==> src/rtl/mas_pkg.sv <==
package mas_pkg;

  typedef enum logic [1:0] {
    SZ_BYTE = 2'd0,
    SZ_HALF = 2'd1,
    SZ_WORD = 2'd2
  } acc_size_e;

  // number of aligned pieces needed for an access
  function automatic logic [1:0] piece_count(acc_size_e sz, logic [1:0] off);
    case (sz)
      SZ_BYTE: piece_count = 2'd1;
      SZ_HALF: piece_count = off[0] ? 2'd2 : 2'd1;
      default: begin
        if (off == 2'd0)      piece_count = 2'd1;
        else if (off == 2'd2) piece_count = 2'd2;
        else                  piece_count = 2'd3;
      end
    endcase
  endfunction

  // byte offset of piece idx within the access
  function automatic logic [1:0] piece_pos(acc_size_e sz, logic [1:0] off, logic [1:0] idx);
    case (sz)
      SZ_BYTE: piece_pos = 2'd0;
      SZ_HALF: piece_pos = off[0] ? idx : 2'd0;
      default: begin
        if (off == 2'd0)      piece_pos = 2'd0;
        else if (off == 2'd2) piece_pos = {idx[0], 1'b0};
        else                  piece_pos = (idx == 2'd2) ? 2'd3 : idx;
      end
    endcase
  endfunction

  // width in bytes of piece idx
  function automatic logic [2:0] piece_len(acc_size_e sz, logic [1:0] off, logic [1:0] idx);
    case (sz)
      SZ_BYTE: piece_len = 3'd1;
      SZ_HALF: piece_len = off[0] ? 3'd1 : 3'd2;
      default: begin
        if (off == 2'd0)      piece_len = 3'd4;
        else if (off == 2'd2) piece_len = 3'd2;
        else                  piece_len = (idx == 2'd1) ? 3'd2 : 3'd1;
      end
    endcase
  endfunction

endpackage

==> src/rtl/mas_planner.sv <==
module mas_planner
  import mas_pkg::*;
(
  input  acc_size_e   size,
  input  logic [1:0]  off,
  input  logic [1:0]  idx,
  output logic [1:0]  pos,
  output logic [2:0]  len,
  output logic        last
);
  logic [1:0] cnt;

  always_comb begin
    cnt  = piece_count(size, off);
    pos  = piece_pos(size, off, idx);
    len  = piece_len(size, off, idx);
    last = (idx == cnt - 2'd1);
  end

  // a piece never runs past the end of the 4-byte access window
  always_comb begin
    AST_PIECE_IN_WORD: assert ((4'(pos) + 4'(len)) <= 4'd4);
  end
endmodule

==> src/rtl/mas_lanes.sv <==
module mas_lanes #(
  parameter int LANES = 4
) (
  input  logic [1:0]           lane_off,
  input  logic [1:0]           pos,
  input  logic [2:0]           len,
  input  logic [8*LANES-1:0]   wdata,
  output logic [LANES-1:0]     strb,
  output logic [8*LANES-1:0]   lane_wdata
);
  for (genvar L = 0; L < LANES; L++) begin : g_lane
    logic [1:0] rel;
    logic [1:0] src;
    logic       act;
    always_comb begin
      rel = 2'(L) - lane_off;
      act = (3'(rel) < len);
      src = pos + rel;
      strb[L] = act;
      lane_wdata[8*L +: 8] = act ? wdata[8*src +: 8] : 8'h00;
    end
  end
endmodule

==> src/rtl/mas_gather.sv <==
module mas_gather #(
  parameter int LANES = 4
) (
  input  logic                 clk,
  input  logic                 rst_n,
  input  logic                 clear,
  input  logic                 capture,
  input  logic [1:0]           lane_off,
  input  logic [1:0]           pos,
  input  logic [2:0]           len,
  input  logic [8*LANES-1:0]   bus,
  output logic [8*LANES-1:0]   result
);
  for (genvar J = 0; J < LANES; J++) begin : g_byte
    logic [1:0] rel;
    logic [1:0] lane;
    logic       hit;
    always_comb begin
      rel  = 2'(J) - pos;
      hit  = (2'(J) >= pos) && (3'(rel) < len);
      lane = lane_off + rel;
    end
    always_ff @(posedge clk or negedge rst_n) begin
      if (!rst_n)              result[8*J +: 8] <= 8'h00;
      else if (clear)          result[8*J +: 8] <= 8'h00;
      else if (capture && hit) result[8*J +: 8] <= bus[8*lane +: 8];
    end
  end
endmodule

==> src/rtl/misalign_splitter.sv <==
module misalign_splitter
  import mas_pkg::*;
#(
  parameter int ADDR_W = 32
) (
  input  logic              clk,
  input  logic              rst_n,
  input  logic              req_valid,
  input  logic              req_write,
  input  logic [1:0]        req_size,
  input  logic [ADDR_W-1:0] req_addr,
  input  logic [31:0]       req_wdata,
  output logic              req_ready,
  output logic              mem_valid,
  output logic              mem_write,
  output logic [ADDR_W-1:0] mem_addr,
  output logic [3:0]        mem_strb,
  output logic [31:0]       mem_wdata,
  input  logic              mem_ready,
  input  logic [31:0]       mem_rdata,
  output logic              done,
  output logic [31:0]       rdata
);
  localparam int LANES = 4;

  logic              busy;
  logic [1:0]        idx;
  logic [ADDR_W-1:0] r_addr;
  acc_size_e         r_size;
  logic              r_write;
  logic [31:0]       r_wdata;
  logic              done_q;

  logic [1:0]        pos;
  logic [2:0]        len;
  logic              last;
  logic [ADDR_W-1:0] piece_baddr;

  // named events
  logic accept, step_adv, step_fin;
  assign accept   = req_valid && !busy;
  assign step_adv = busy && mem_ready && !last;
  assign step_fin = busy && mem_ready && last;

  mas_planner u_plan (
    .size (r_size),
    .off  (r_addr[1:0]),
    .idx  (idx),
    .pos  (pos),
    .len  (len),
    .last (last)
  );

  assign piece_baddr = r_addr + ADDR_W'(pos);

  mas_lanes #(.LANES(LANES)) u_lanes (
    .lane_off   (piece_baddr[1:0]),
    .pos        (pos),
    .len        (len),
    .wdata      (r_wdata),
    .strb       (mem_strb),
    .lane_wdata (mem_wdata)
  );

  mas_gather #(.LANES(LANES)) u_gather (
    .clk      (clk),
    .rst_n    (rst_n),
    .clear    (accept),
    .capture  (busy && mem_ready && !r_write),
    .lane_off (piece_baddr[1:0]),
    .pos      (pos),
    .len      (len),
    .bus      (mem_rdata),
    .result   (rdata)
  );

  always_ff @(posedge clk or negedge rst_n) begin
    if (!rst_n) begin
      busy    <= 1'b0;
      idx     <= 2'd0;
      r_addr  <= '0;
      r_size  <= SZ_BYTE;
      r_write <= 1'b0;
      r_wdata <= '0;
      done_q  <= 1'b0;
    end else begin
      done_q <= step_fin;
      if (accept) begin
        busy    <= 1'b1;
        idx     <= 2'd0;
        r_addr  <= req_addr;
        r_size  <= (req_size == 2'd3) ? SZ_WORD : acc_size_e'(req_size);
        r_write <= req_write;
        r_wdata <= req_wdata;
      end else if (step_fin) begin
        busy <= 1'b0;
        idx  <= 2'd0;
      end else if (step_adv) begin
        idx <= idx + 2'd1;
      end
    end
  end

  assign req_ready = !busy;
  assign mem_valid = busy;
  assign mem_write = busy && r_write;
  assign mem_addr  = {piece_baddr[ADDR_W-1:2], 2'b00};
  assign done      = done_q;

  AST_STRB_ALIGNED: assert property (@(posedge clk) disable iff (!rst_n)
    mem_valid |-> (mem_strb inside {4'b0001, 4'b0010, 4'b0100, 4'b1000,
                                    4'b0011, 4'b1100, 4'b1111}));
  AST_WAIT_HOLD: assert property (@(posedge clk) disable iff (!rst_n)
    (mem_valid && !mem_ready) |=> (mem_valid && $stable(mem_addr) &&
                                   $stable(mem_strb) && $stable(mem_wdata)));
  AST_ASCENDING: assert property (@(posedge clk) disable iff (!rst_n)
    step_adv |=> (piece_baddr == $past(piece_baddr) + ADDR_W'($past(len))));
  AST_DONE_ONE: assert property (@(posedge clk) disable iff (!rst_n)
    done |=> !done);
  AST_DONE_CAUSE: assert property (@(posedge clk) disable iff (!rst_n)
    done |-> $past(mem_valid && mem_ready));
endmodule

==> config.mk <==
export PLATFORM = sky130hd
export DESIGN_NAME = misalign_splitter
export DESIGN_NICKNAME = d
export VERILOG_FILES = /design/src/rtl/mas_pkg.sv /design/src/rtl/mas_planner.sv /design/src/rtl/mas_lanes.sv /design/src/rtl/mas_gather.sv /design/src/rtl/misalign_splitter.sv
export SDC_FILE = /design/constraint.sdc
export NUM_CORES = 1
export LEC_CHECK = 0
export ABC_AREA = 0
export BUFFER_PORTS_ARGS = -buffer_cell sky130_fd_sc_hd__buf_2
export CORE_MARGIN = 2
export CORE_UTILIZATION = 35
export DETAILED_ROUTE_END_ITERATION = 10
export PLACE_DENSITY_LB_ADDON = 0.3
export SLEW_MARGIN = 5
export SYNTH_ARGS = -nofsm -noshare
export SYNTH_HDL_FRONTEND = slang
export SYNTH_SLANG_ARGS = --single-unit
==> constraint.sdc <==
create_clock -name clk -period 8.1 [get_ports clk]
set_clock_uncertainty 0.15 [all_clocks]
set_input_delay 2.025 -clock clk [delete_from_list [all_inputs] [get_ports clk]]
set_output_delay 2.025 -clock clk [all_outputs]
set_load 0.01 [all_outputs]
==> results of run 1 <==
through the flow:
step	hold WS [ns]	std cells	power [mW]	cell area [um2]	util
final	0.3602	1244	4.267	8891	0.4256
after global routing	0.4058	1244	4.619	8891	0.4256
after CTS	0.3639	1243	4.297	8889	0.4255
after detailed placement	0.3458	1228	3.849	8618	0.4126
after global placement	0.3358	1228	3.837	8618	0.4126
after floorplan	0.3168	792	3.007	7413	-
report_power, final:
part	internal (mW)	switching (mW)
Sequential	0.745	0.289
Combinational	1.27	1.54
Clock	0.211	0.209
worst max-delay path: stages (launching register included):
cell and delay, ns:
dfrtp_4 0.70, inv_2 0.07, buf_4 0.27, ha_1 0.34, o31ai_4 0.43, ha_1 0.30
inv_1 0.07, fa_1 0.72, xnor2_1 0.16, xnor2_2 0.87, mux4_2 0.42, nor2b_1 0.16
buf_2 0.16
cells in the final DEF, fill, tap and decap left out, types with 3 or more instances in the layout:
cell / synthesis / layout
a21o_1: 3 / 3
mux4_2: 56 / 56
nor4_1: 3 / 3
xnor2_1: 25 / 25
buf_4: 7 / 10
o21ai_0: 23 / 23
nor2_1: 10 / 10
nand2_1: 231 / 230
xor2_1: 12 / 12
a211oi_1: 8 / 8
and4_1: 3 / 3
o21a_1: 6 / 6
or4_1: 6 / 6
a21oi_1: 33 / 33
dfrtp_1: 103 / 102
and2_1: 3 / 3
inv_1: 16 / 16
o21ai_1: 6 / 6
clkbuf_16: 0 / 9
mux2i_1: 26 / 26
nor2b_1: 33 / 32
and3_1: 4 / 4
buf_2: 10 / 203
ha_1: 18 / 18
nand4_1: 9 / 9
nor3_1: 32 / 32
nand3_1: 28 / 28
o211ai_1: 9 / 9
inv_6: 0 / 3
layout make-up:
type	count	share of cell area
multi-input combinational	620	0.5104
sequential	103	0.2903
timing repair buffer	213	0.1227
tap	275	0.03870
clock buffer	10	0.02575
inverter	17	0.007177
clock inverter	5	0.004644
antenna	1	0.0002815
layer usage:
| layer | vias up | share of wire | global-route usage | wire length [um] |
|---|---|---|---|---|
| met3 | 34 | 0.065 | 0.02683 | 1442 |
| li1 | 3145 | - | - | - |
| met1 | 3196 | 0.43 | 0.2798 | 9594 |
| met2 | 284 | 0.48 | 0.3158 | 10510 |
| met5 | - | 0 | 0 | 0 |
| met4 | 0 | 0.023 | 0.06571 | 510 |
registers in the layout, summed over array words and instances (netlist names):
| name | flops |
|---|---|
| done | 1 |
| idx | 2 |
| mem_valid | 1 |
| r_addr | 32 |
| r_size | 2 |
| r_wdata | 32 |
| r_write | 1 |
| u_gather.result | 32 |
cell families after synthesis:
logic type,count (synthesis),share of synthesized area
and+or+nand+nor,374,0.2290
DFF,103,0.3479
AOI/OAI and AO/OA,102,0.08983
muxes,84,0.2084
buffers and inverters,69,0.04222
xor gates and xnor gates,39,0.04914
adders and majority gates,19,0.03310
other,1,0.0005061
worst max-delay path by stage:
stage	end	slack, ns	cells past startpoint	startpoint
floorplan	mem_wdata[10]	2.08	15	r_addr[0]
global route	mem_wdata[8]	0.57	12	r_addr[0]
global placement	mem_wdata[15]	1.30	12	r_addr[0]
detailed placement	mem_wdata[30]	1.23	12	r_addr[0]
finish	mem_wdata[30]	0.88	12	r_addr[0]
CTS	mem_wdata[30]	0.82	12	r_addr[0]
synthesized netlist by cell type, types with 3 or more instances:
| cell type | n | area [um2] |
|---|---|---|
| mux2i_1 | 26 | 260.3 |
| xor2_1 | 12 | 105.1 |
| o21a_1 | 6 | 45.04 |
| buf_1 | 3 | 11.26 |
| and2_1 | 3 | 18.77 |
| o21ai_1 | 6 | 30.03 |
| ha_1 | 18 | 225.2 |
| clkbuf_1 | 30 | 112.6 |
| or4_1 | 6 | 45.04 |
| mux4_2 | 56 | 1261 |
| buf_2 | 10 | 50.05 |
| and4_1 | 3 | 26.28 |
| nor2b_1 | 33 | 206.5 |
| o21ai_0 | 23 | 115.1 |
| a21o_1 | 3 | 22.52 |
| nor4_1 | 3 | 18.77 |
| nor2_1 | 10 | 37.54 |
| a21oi_1 | 33 | 165.2 |
| nand2_1 | 231 | 867.1 |
| nand3_1 | 28 | 140.1 |
| a211oi_1 | 8 | 60.06 |
| dfrtp_1 | 103 | 2577 |
| inv_1 | 16 | 60.06 |
| nor3_1 | 32 | 160.2 |
| and3_1 | 4 | 25.02 |
| o211ai_1 | 9 | 67.56 |
| buf_4 | 7 | 52.55 |
| xnor2_1 | 25 | 219.0 |
| nand4_1 | 9 | 56.30 |
==> impl_metrics.env, run 1 <==
export IMPL_status="complete, no violations"
export IMPL_grt_total_usage=0.1985
export IMPL_hold_class="reg -> reg"
export IMPL_drive_above_1_share=0.3120
export IMPL_fin_crit_ns=7.221
export IMPL_synth_warnings=0
export IMPL_via_per_inst=5.353
export IMPL_setup_slack_ns=0.8790
export IMPL_drv_cap=0
export IMPL_dr_total_vias=6659
export IMPL_io_buffers=204
export IMPL_synthFlopType="dfrtp_1"
export IMPL_max_clock_path_buffers=2
export IMPL_seq_area_frac_synth=0.3479
export IMPL_drt_wl_total_um=22060
export IMPL_die_x_um=149.5
export IMPL_power_density_nw_per_um2=479.9
export IMPL_ant_nets=0
export IMPL_cts_root_buf="clkbuf_16"
export IMPL_grt_pass1_vias=6282
export IMPL_min_path_cells=2
export IMPL_chipHeight_um=149.5
export IMPL_area_delta_synth_final_pct=19.99
export IMPL_r2r_end="u_gather.result[7]"
export IMPL_dieArea_um2=22350
export IMPL_nets=1086
export IMPL_first_pass_iters=5
export IMPL_synth_cell_types=58
export IMPL_place_hpwl_um=15800
export IMPL_grt_max_degree=91
export IMPL_tritoncts="done"
export IMPL_netlist_instances=791
export IMPL_syn_cell_area_um2=7410
export IMPL_worstSetupPathType="reg -> out"
export IMPL_synth_seq_cells=103
export IMPL_routedWlPerCell_um=17.73
export IMPL_cp_end_kind="primary output"
export IMPL_crit_arrival_ns=5.05
export IMPL_cts_hold_buf=0
export IMPL_r2r_slack_ns=3.47
export IMPL_min_delay_start="r_addr[31]"
export IMPL_relSlewSlack=0.2449
export IMPL_postCtsResizedCells=0
export IMPL_async_reset_ff_frac=1.000
export IMPL_finalSetupTns_ns=0
export IMPL_htreeDepth=3
export IMPL_multi_input_area_um2=4538
export IMPL_post_cts_buffers=0
export IMPL_setup_viol=0
export IMPL_clk_insertion_delay_late_ns=0.35
export IMPL_fmaxAchievable_ghz=0.1385
export IMPL_numCtsBuffers=9
export IMPL_slew_viol_final=0
export IMPL_critical_path_startpoint_type="flop"
export IMPL_peakVddDrop_uv=292.4
export IMPL_initial_utilization=0.3547
export IMPL_hold_path_end="r_addr[31]"
export IMPL_grt_pass1_wl_um=34670
export IMPL_drc_errors=0
export IMPL_syn_area_per_cell_um2=9.367
export IMPL_period_share=0.8915
export IMPL_antenna_found_initial=1
export IMPL_worst_pin_slew_ns=1.127
export IMPL_ff_latch_area_um2=2581
export IMPL_rr_worst_depth=12
export IMPL_critPathRequiredTime_ns=5.93
export IMPL_drtIter0Drc=479
export IMPL_core_area_um2=20890
export IMPL_cts_sinks=103
export IMPL_gp_congestion=0.8841
export IMPL_rows=53
export IMPL_rsz0062_at_grt="false"
export IMPL_dp_slack_ns=1.225
export IMPL_reg2reg_from="r_addr[0]"
export IMPL_crit_fanout=23
export IMPL_leakagePower_nw=4.244
export IMPL_fillCellCount=2055
export IMPL_hold_viol=0
export IMPL_clk_pin_slew_ns=0.08
export IMPL_synth_edf_count=0
export IMPL_grt_overflow_total=0
export IMPL_io_pins=207
Power figures use the tool's default switching activity.
==> inputs of run 2 (changes only) <==
Clock period 8.1 ns to 6.5 ns, I/O delays scaled along.
==> run 2 against run 1 <==
Worst hold slack worse by 0.0064 ns. Sequential cell count stayed put. Sequential power is 21% higher. Utilization is 0.16 points higher. Register-to-register slack worse by 1.5 ns.
==> impl_metrics.env, run 2 (same netlist as run 1, synthesis figures left out) <==
export IMPL_clk_pin_slew_ns=0.08
export IMPL_final_common_cell="nand2_1"
export IMPL_slew_viol_final=0
export IMPL_relSlewSlack=0.2499
export IMPL_critical_path_startpoint_type="flop"
export IMPL_drive_above_1_share=0.3144
export IMPL_via_per_inst=5.338
export IMPL_io_buffers=204
export IMPL_dr_total_vias=6651
export IMPL_worst_pin_slew_ns=1.123
export IMPL_multi_input_area_um2=4549
export IMPL_ff_latch_area_um2=2581
export IMPL_slowest_stage="fa_1"
export IMPL_reg2reg_from="r_addr[0]"
export IMPL_reg_largest_list="r_addr (32), r_wdata (32), u_gather.result (32)"
export IMPL_area_delta_synth_final_pct=20.43
export IMPL_chipHeight_um=149.5
export IMPL_die_x_um=149.5
export IMPL_htreeDepth=3
export IMPL_crit_arrival_ns=4.43
export IMPL_drtIter0Drc=479
export IMPL_min_path_cells=2
export IMPL_grt_total_usage=0.2028
export IMPL_r2r_slack_ns=2.02
export IMPL_hold_viol=0
export IMPL_drt_wl_total_um=22470
export IMPL_grt_overflow_total=0
export IMPL_final_cell_mix="nand2_1, buf_2, dfrtp_1"
export IMPL_hold_class="reg -> reg"
export IMPL_first_pass_iters=4
export IMPL_postPlaceCellArea_um2=8626
export IMPL_worstSetupPathType="reg -> out"
export IMPL_grt_pass1_wl_um=35250
export IMPL_core_area_um2=20890
export IMPL_leakagePower_nw=4.259
export IMPL_setup_viol=0
export IMPL_grt_max_degree=91
export IMPL_cts_hold_buf=0
export IMPL_post_cts_buffers=0
export IMPL_fillCellCount=2126
export IMPL_place_hpwl_um=15900
export IMPL_tritoncts="done"
export IMPL_grt_pass1_vias=6342
export IMPL_initial_utilization=0.3547
export IMPL_clk_insertion_delay_late_ns=0.35
export IMPL_routedWlPerCell_um=18.03
export IMPL_rsz0062_at_grt="false"
export IMPL_max_stage_delay_ns=0.59
export IMPL_nets=1087
export IMPL_r2r_end="u_gather.result[4]"
export IMPL_hold_path_end="r_addr[31]"
export IMPL_power_density_nw_per_um2=601.4
export IMPL_critPathRequiredTime_ns=4.72
export IMPL_ant_nets=0
export IMPL_critPathBufInv=4
export IMPL_status="complete, no violations"
export IMPL_cp_end_kind="primary output"
export IMPL_design_area_um2=8924
export IMPL_fin_crit_ns=6.201
export IMPL_rows=53
export IMPL_setup_slack_ns=0.2988
export IMPL_crit_fanout=21
export IMPL_gp_congestion=0.8543
export IMPL_numCtsBuffers=9
export IMPL_hold_ws_ns=0.3538
export IMPL_cts_root_buf="clkbuf_16"
export IMPL_max_clock_path_buffers=2
export IMPL_antenna_found_initial=1
export IMPL_crit_family="adder cells"
export IMPL_finalSetupTns_ns=0
export IMPL_peakVddDrop_uv=317.5
export IMPL_dp_slack_ns=0.2654
export IMPL_fmaxAchievable_ghz=0.1613
export IMPL_dieArea_um2=22350
export IMPL_drc_errors=0
export IMPL_rr_worst_depth=12
export IMPL_drv_cap=0
export IMPL_path_cells="inv_2 > buf_4 > ha_1 > mux2i_1 > o32ai_4 > inv_1 > fa_1 > xnor2_1 > xnor2_4 > mux4_2 > nor2b_1 > buf_2"
export IMPL_period_share=0.9540
export IMPL_io_pins=207
export IMPL_p_total_mw=5.367
export IMPL_min_delay_start="r_addr[31]"
export IMPL_cts_sinks=103
run 2: tightest hold or removal path: cells and delay by family, from the launching register on:
kind | cells | cell delay (ns)
DFF | 1 | 0.36
and+or+nand+nor | 2 | 0.12
run 2: area by class of cell:
class | count | area share
Timing Repair Buffer | 214 | 0.1235
Multi-Input combinational cell | 620 | 0.5098
Inverter | 17 | 0.007151
Clock inverter | 7 | 0.006169
Sequential cell | 103 | 0.2893
Clock buffer | 9 | 0.02524
Tap cell | 275 | 0.03856
Antenna cell | 1 | 0.0002804
run 2: how the worst max path moves through the flow:
stage / startpoint / end / slack, ns / cells past startpoint
global route: r_addr[0] / mem_wdata[29] / 0.04 / 12
global placement: r_addr[0] / mem_wdata[31] / 0.34 / 11
CTS: r_addr[0] / mem_wdata[25] / 0.11 / 11
finish: r_addr[0] / mem_wdata[25] / 0.30 / 12
detailed placement: r_addr[0] / mem_wdata[11] / 0.27 / 11
floorplan: r_addr[0] / mem_wdata[10] / 0.88 / 15
run 2: routing by layer:
layer | routed length [um] | vias up | global-route usage
met1 | 9671 | 3241 | 0.2823
met4 | 555 | 0 | 0.07286
met5 | 0 | - | 0
met3 | 1500 | 36 | 0.03689
li1 | - | 3140 | -
met2 | 10740 | 234 | 0.3174
run 2: repair_timing:
action | in CTS | in global routing
gates resized for setup | 1 | 1
setup endpoints to repair | 16 | 25
pin swaps | 0 | 0
run 2: through the flow:
| stage | cells | util |
|---|---|---|
| 2_1_floorplan | 792 | - |
| 3_3_place_gp | 1229 | 0.4129 |
| 3_5_place_dp | 1229 | 0.4129 |
| 4_1_cts | 1245 | 0.4269 |
| 5_1_grt | 1246 | 0.4272 |
| 6_report | 1246 | 0.4272 |
run 2: power breakdown:
group          leakage [nW]  internal (mW)  switching, mW
combinational          2.82           1.60           1.98
clock                 0.133          0.265          0.268
sequential             1.31          0.929          0.324
total                  4.26           2.79           2.57
==> inputs of run 3 (changes only) <==
Settings changed: RECOVER_POWER set to 25.
==> run 3 against run 2 <==
The run now ends with capacitance limit, slew limit left. Global-route usage unchanged. Wire length about the same. Register-to-register slack better by 0.02 ns. Cell count unchanged. Sequential power about the same. Sequential share of layout area up 0.085 points. Critical path depth unchanged. Die area unchanged. Utilization down 0.13 points. Via count down 0.12%. Design area down 0.29%. Critical path type unchanged. Critical endpoint unchanged.
==> impl_metrics.env, run 3 (same netlist as run 1, synthesis figures left out) <==
export IMPL_status="complete, but fails checks"
export IMPL_violations="capacitance limit, slew limit"
export IMPL_period_share=0.9518
export IMPL_reg2reg_from="r_addr[0]"
export IMPL_leakagePower_nw=4.185
export IMPL_p_total_mw=5.350
export IMPL_htreeDepth=3
export IMPL_worstSetupPathType="reg -> out"
export IMPL_ant_nets=0
export IMPL_hold_viol=0
export IMPL_min_delay_start="r_addr[31]"
export IMPL_cp_end_kind="primary output"
export IMPL_dp_slack_ns=0.2654
export IMPL_p_switching_mw=2.570
export IMPL_grt_pass1_wl_um=35250
export IMPL_drive_above_1_share=0.2948
export IMPL_power_density_nw_per_um2=601.3
export IMPL_drtIter0Drc=447
export IMPL_setup_slack_ns=0.3130
export IMPL_max_clock_path_buffers=2
export IMPL_combPwrFrac=0.666
export IMPL_slew_viol_final=59
export IMPL_multi_input_area_um2=4549
export IMPL_rr_worst_depth=12
export IMPL_peakVddDrop_uv=318.5
export IMPL_die_x_um=149.5
export IMPL_area_delta_synth_final_pct=20.08
export IMPL_reg_largest_list="r_addr (32), r_wdata (32), u_gather.result (32)"
export IMPL_io_buffers=204
export IMPL_initial_utilization=0.3547
export IMPL_nets=1087
export IMPL_critPathRequiredTime_ns=4.72
export IMPL_relSlewSlack=-1.165
export IMPL_via_per_inst=5.331
export IMPL_path_cells="inv_2 > buf_4 > ha_1 > o31ai_4 > ha_1 > inv_1 > fa_1 > xnor2_1 > xnor2_4 > mux4_2 > nor2b_1 > buf_2"
export IMPL_crit_fanout=21
export IMPL_switching_share=0.4804
export IMPL_critical_path_startpoint_type="flop"
export IMPL_cts_hold_buf=0
export IMPL_dr_total_vias=6643
export IMPL_post_cts_buffers=0
export IMPL_clk_pin_slew_ns=0.08
export IMPL_gp_congestion=0.8543
export IMPL_antenna_found_initial=1
export IMPL_drt_wl_total_um=22470
export IMPL_critPathBufInv=4
export IMPL_worst_pin_slew_ns=3.248
export IMPL_grt_total_usage=0.2028
export IMPL_drv_cap=1
export IMPL_final_cell_mix="nand2_1, buf_2, dfrtp_1"
export IMPL_numCtsBuffers=9
export IMPL_critPathMostFrequentCell="ha_1"
export IMPL_dieArea_um2=22350
export IMPL_rows=53
export IMPL_place_hpwl_um=15900
export IMPL_clk_insertion_delay_late_ns=0.35
export IMPL_cts_sinks=103
export IMPL_grt_overflow_total=0
export IMPL_clkPwrFrac=0.100
export IMPL_startpoint="r_addr[0]"
export IMPL_final_common_cell="nand2_1"
export IMPL_first_pass_iters=4
export IMPL_rsz0062_at_grt="false"
export IMPL_core_area_um2=20890
export IMPL_fin_crit_ns=6.187
export IMPL_crit_arrival_ns=4.41
export IMPL_cts_root_buf="clkbuf_16"
export IMPL_slowest_stage="fa_1"
export IMPL_finalSetupTns_ns=0
export IMPL_setup_viol=0
export IMPL_routedWlPerCell_um=18.03
export IMPL_max_stage_delay_ns=0.72
export IMPL_grt_max_degree=91
export IMPL_pwr_share_seq=0.234
export IMPL_crit_family="adder cells"
export IMPL_io_pins=207
export IMPL_fillCellCount=2131
export IMPL_chipHeight_um=149.5
export IMPL_p_int_mw=2.780
export IMPL_grt_pass1_vias=6342
export IMPL_ff_latch_area_um2=2581
export IMPL_path_depth=12
export IMPL_tritoncts="done"
export IMPL_fmaxAchievable_ghz=0.1616
export IMPL_drc_errors=0
export IMPL_min_path_cells=2
export IMPL_hold_class="reg -> reg"
## run 3: cell types whose count changed in the layout (fill, tap and decap cells not counted)
cell	change
buf_4	-1
buf_2	-18
clkbuf_1	+19
## run 3: stage by stage
step           hold slack (ns)    util  instances  area [um2]
2_1_floorplan           0.3168       -        792        7413
3_3_place_gp            0.3324  0.4129       1229        8626
3_5_place_dp            0.3355  0.4129       1229        8626
4_1_cts                 0.3555  0.4269       1245        8917
5_1_grt                 0.3985  0.4259       1246        8897
6_report                0.3538  0.4259       1246        8897
## run 3: power by group through the flow
stage                     Sequential, mW  Clock [mW]  Combinational (mW)
after floorplan                     1.18           0                2.56
after CTS                           1.25       0.549                3.60
final                               1.25       0.533                3.56
after global placement              1.25           0                3.56
after global routing                1.30       0.574                3.90
after detailed placement            1.25           0                3.58
## run 3: per-layer routing
metal	wire (um)	GRT usage	part of all wire	up-vias
met5	0	0	0	-
met4	598	0.07286	0.027	0
met3	1598	0.03689	0.071	38
met2	10720	0.3174	0.48	244
met1	9557	0.2823	0.43	3220
li1	-	-	-	3141
## run 3: worst register-to-register path: cells and delay by family, from the launching register on
kind / cells / cell delay, ns
buffers and inverters: 4 / 0.89
AND/OR/NAND/NOR: 1 / 0.61
AO/OA/AOI/OAI: 3 / 0.88
adder cells (fa/ha/maj): 3 / 1.02
flip-flops: 1 / 0.49
multiplexers: 1 / 0.36
## run 3: cell type report
type                    count  area share
diodes                      1   0.0002813
clock buffers               9     0.02531
clock inverters             7    0.006188
inverters                  17    0.007172
multi-input cells         620      0.5113
flip-flops and latches    103      0.2901
well taps                 275     0.03867
repair buffers            214      0.1209
## run 3: final timing paths
path,to,slack (ns)
max in group asynchronous,r_addr[0],1.72
setup reg to reg,u_gather.result[4],2.04
hold / removal,r_addr[31],0.35
setup / recovery,mem_wdata[25],0.31
min in group asynchronous,r_wdata[16],2.20
hold reg to reg,r_addr[31],0.35
## run 3: repair_timing
action | CTS | global route
setup endpoints to repair | 16 | 25
cloned | 0 | 0
pin swaps | 0 | 0
resized for setup | 1 | 1
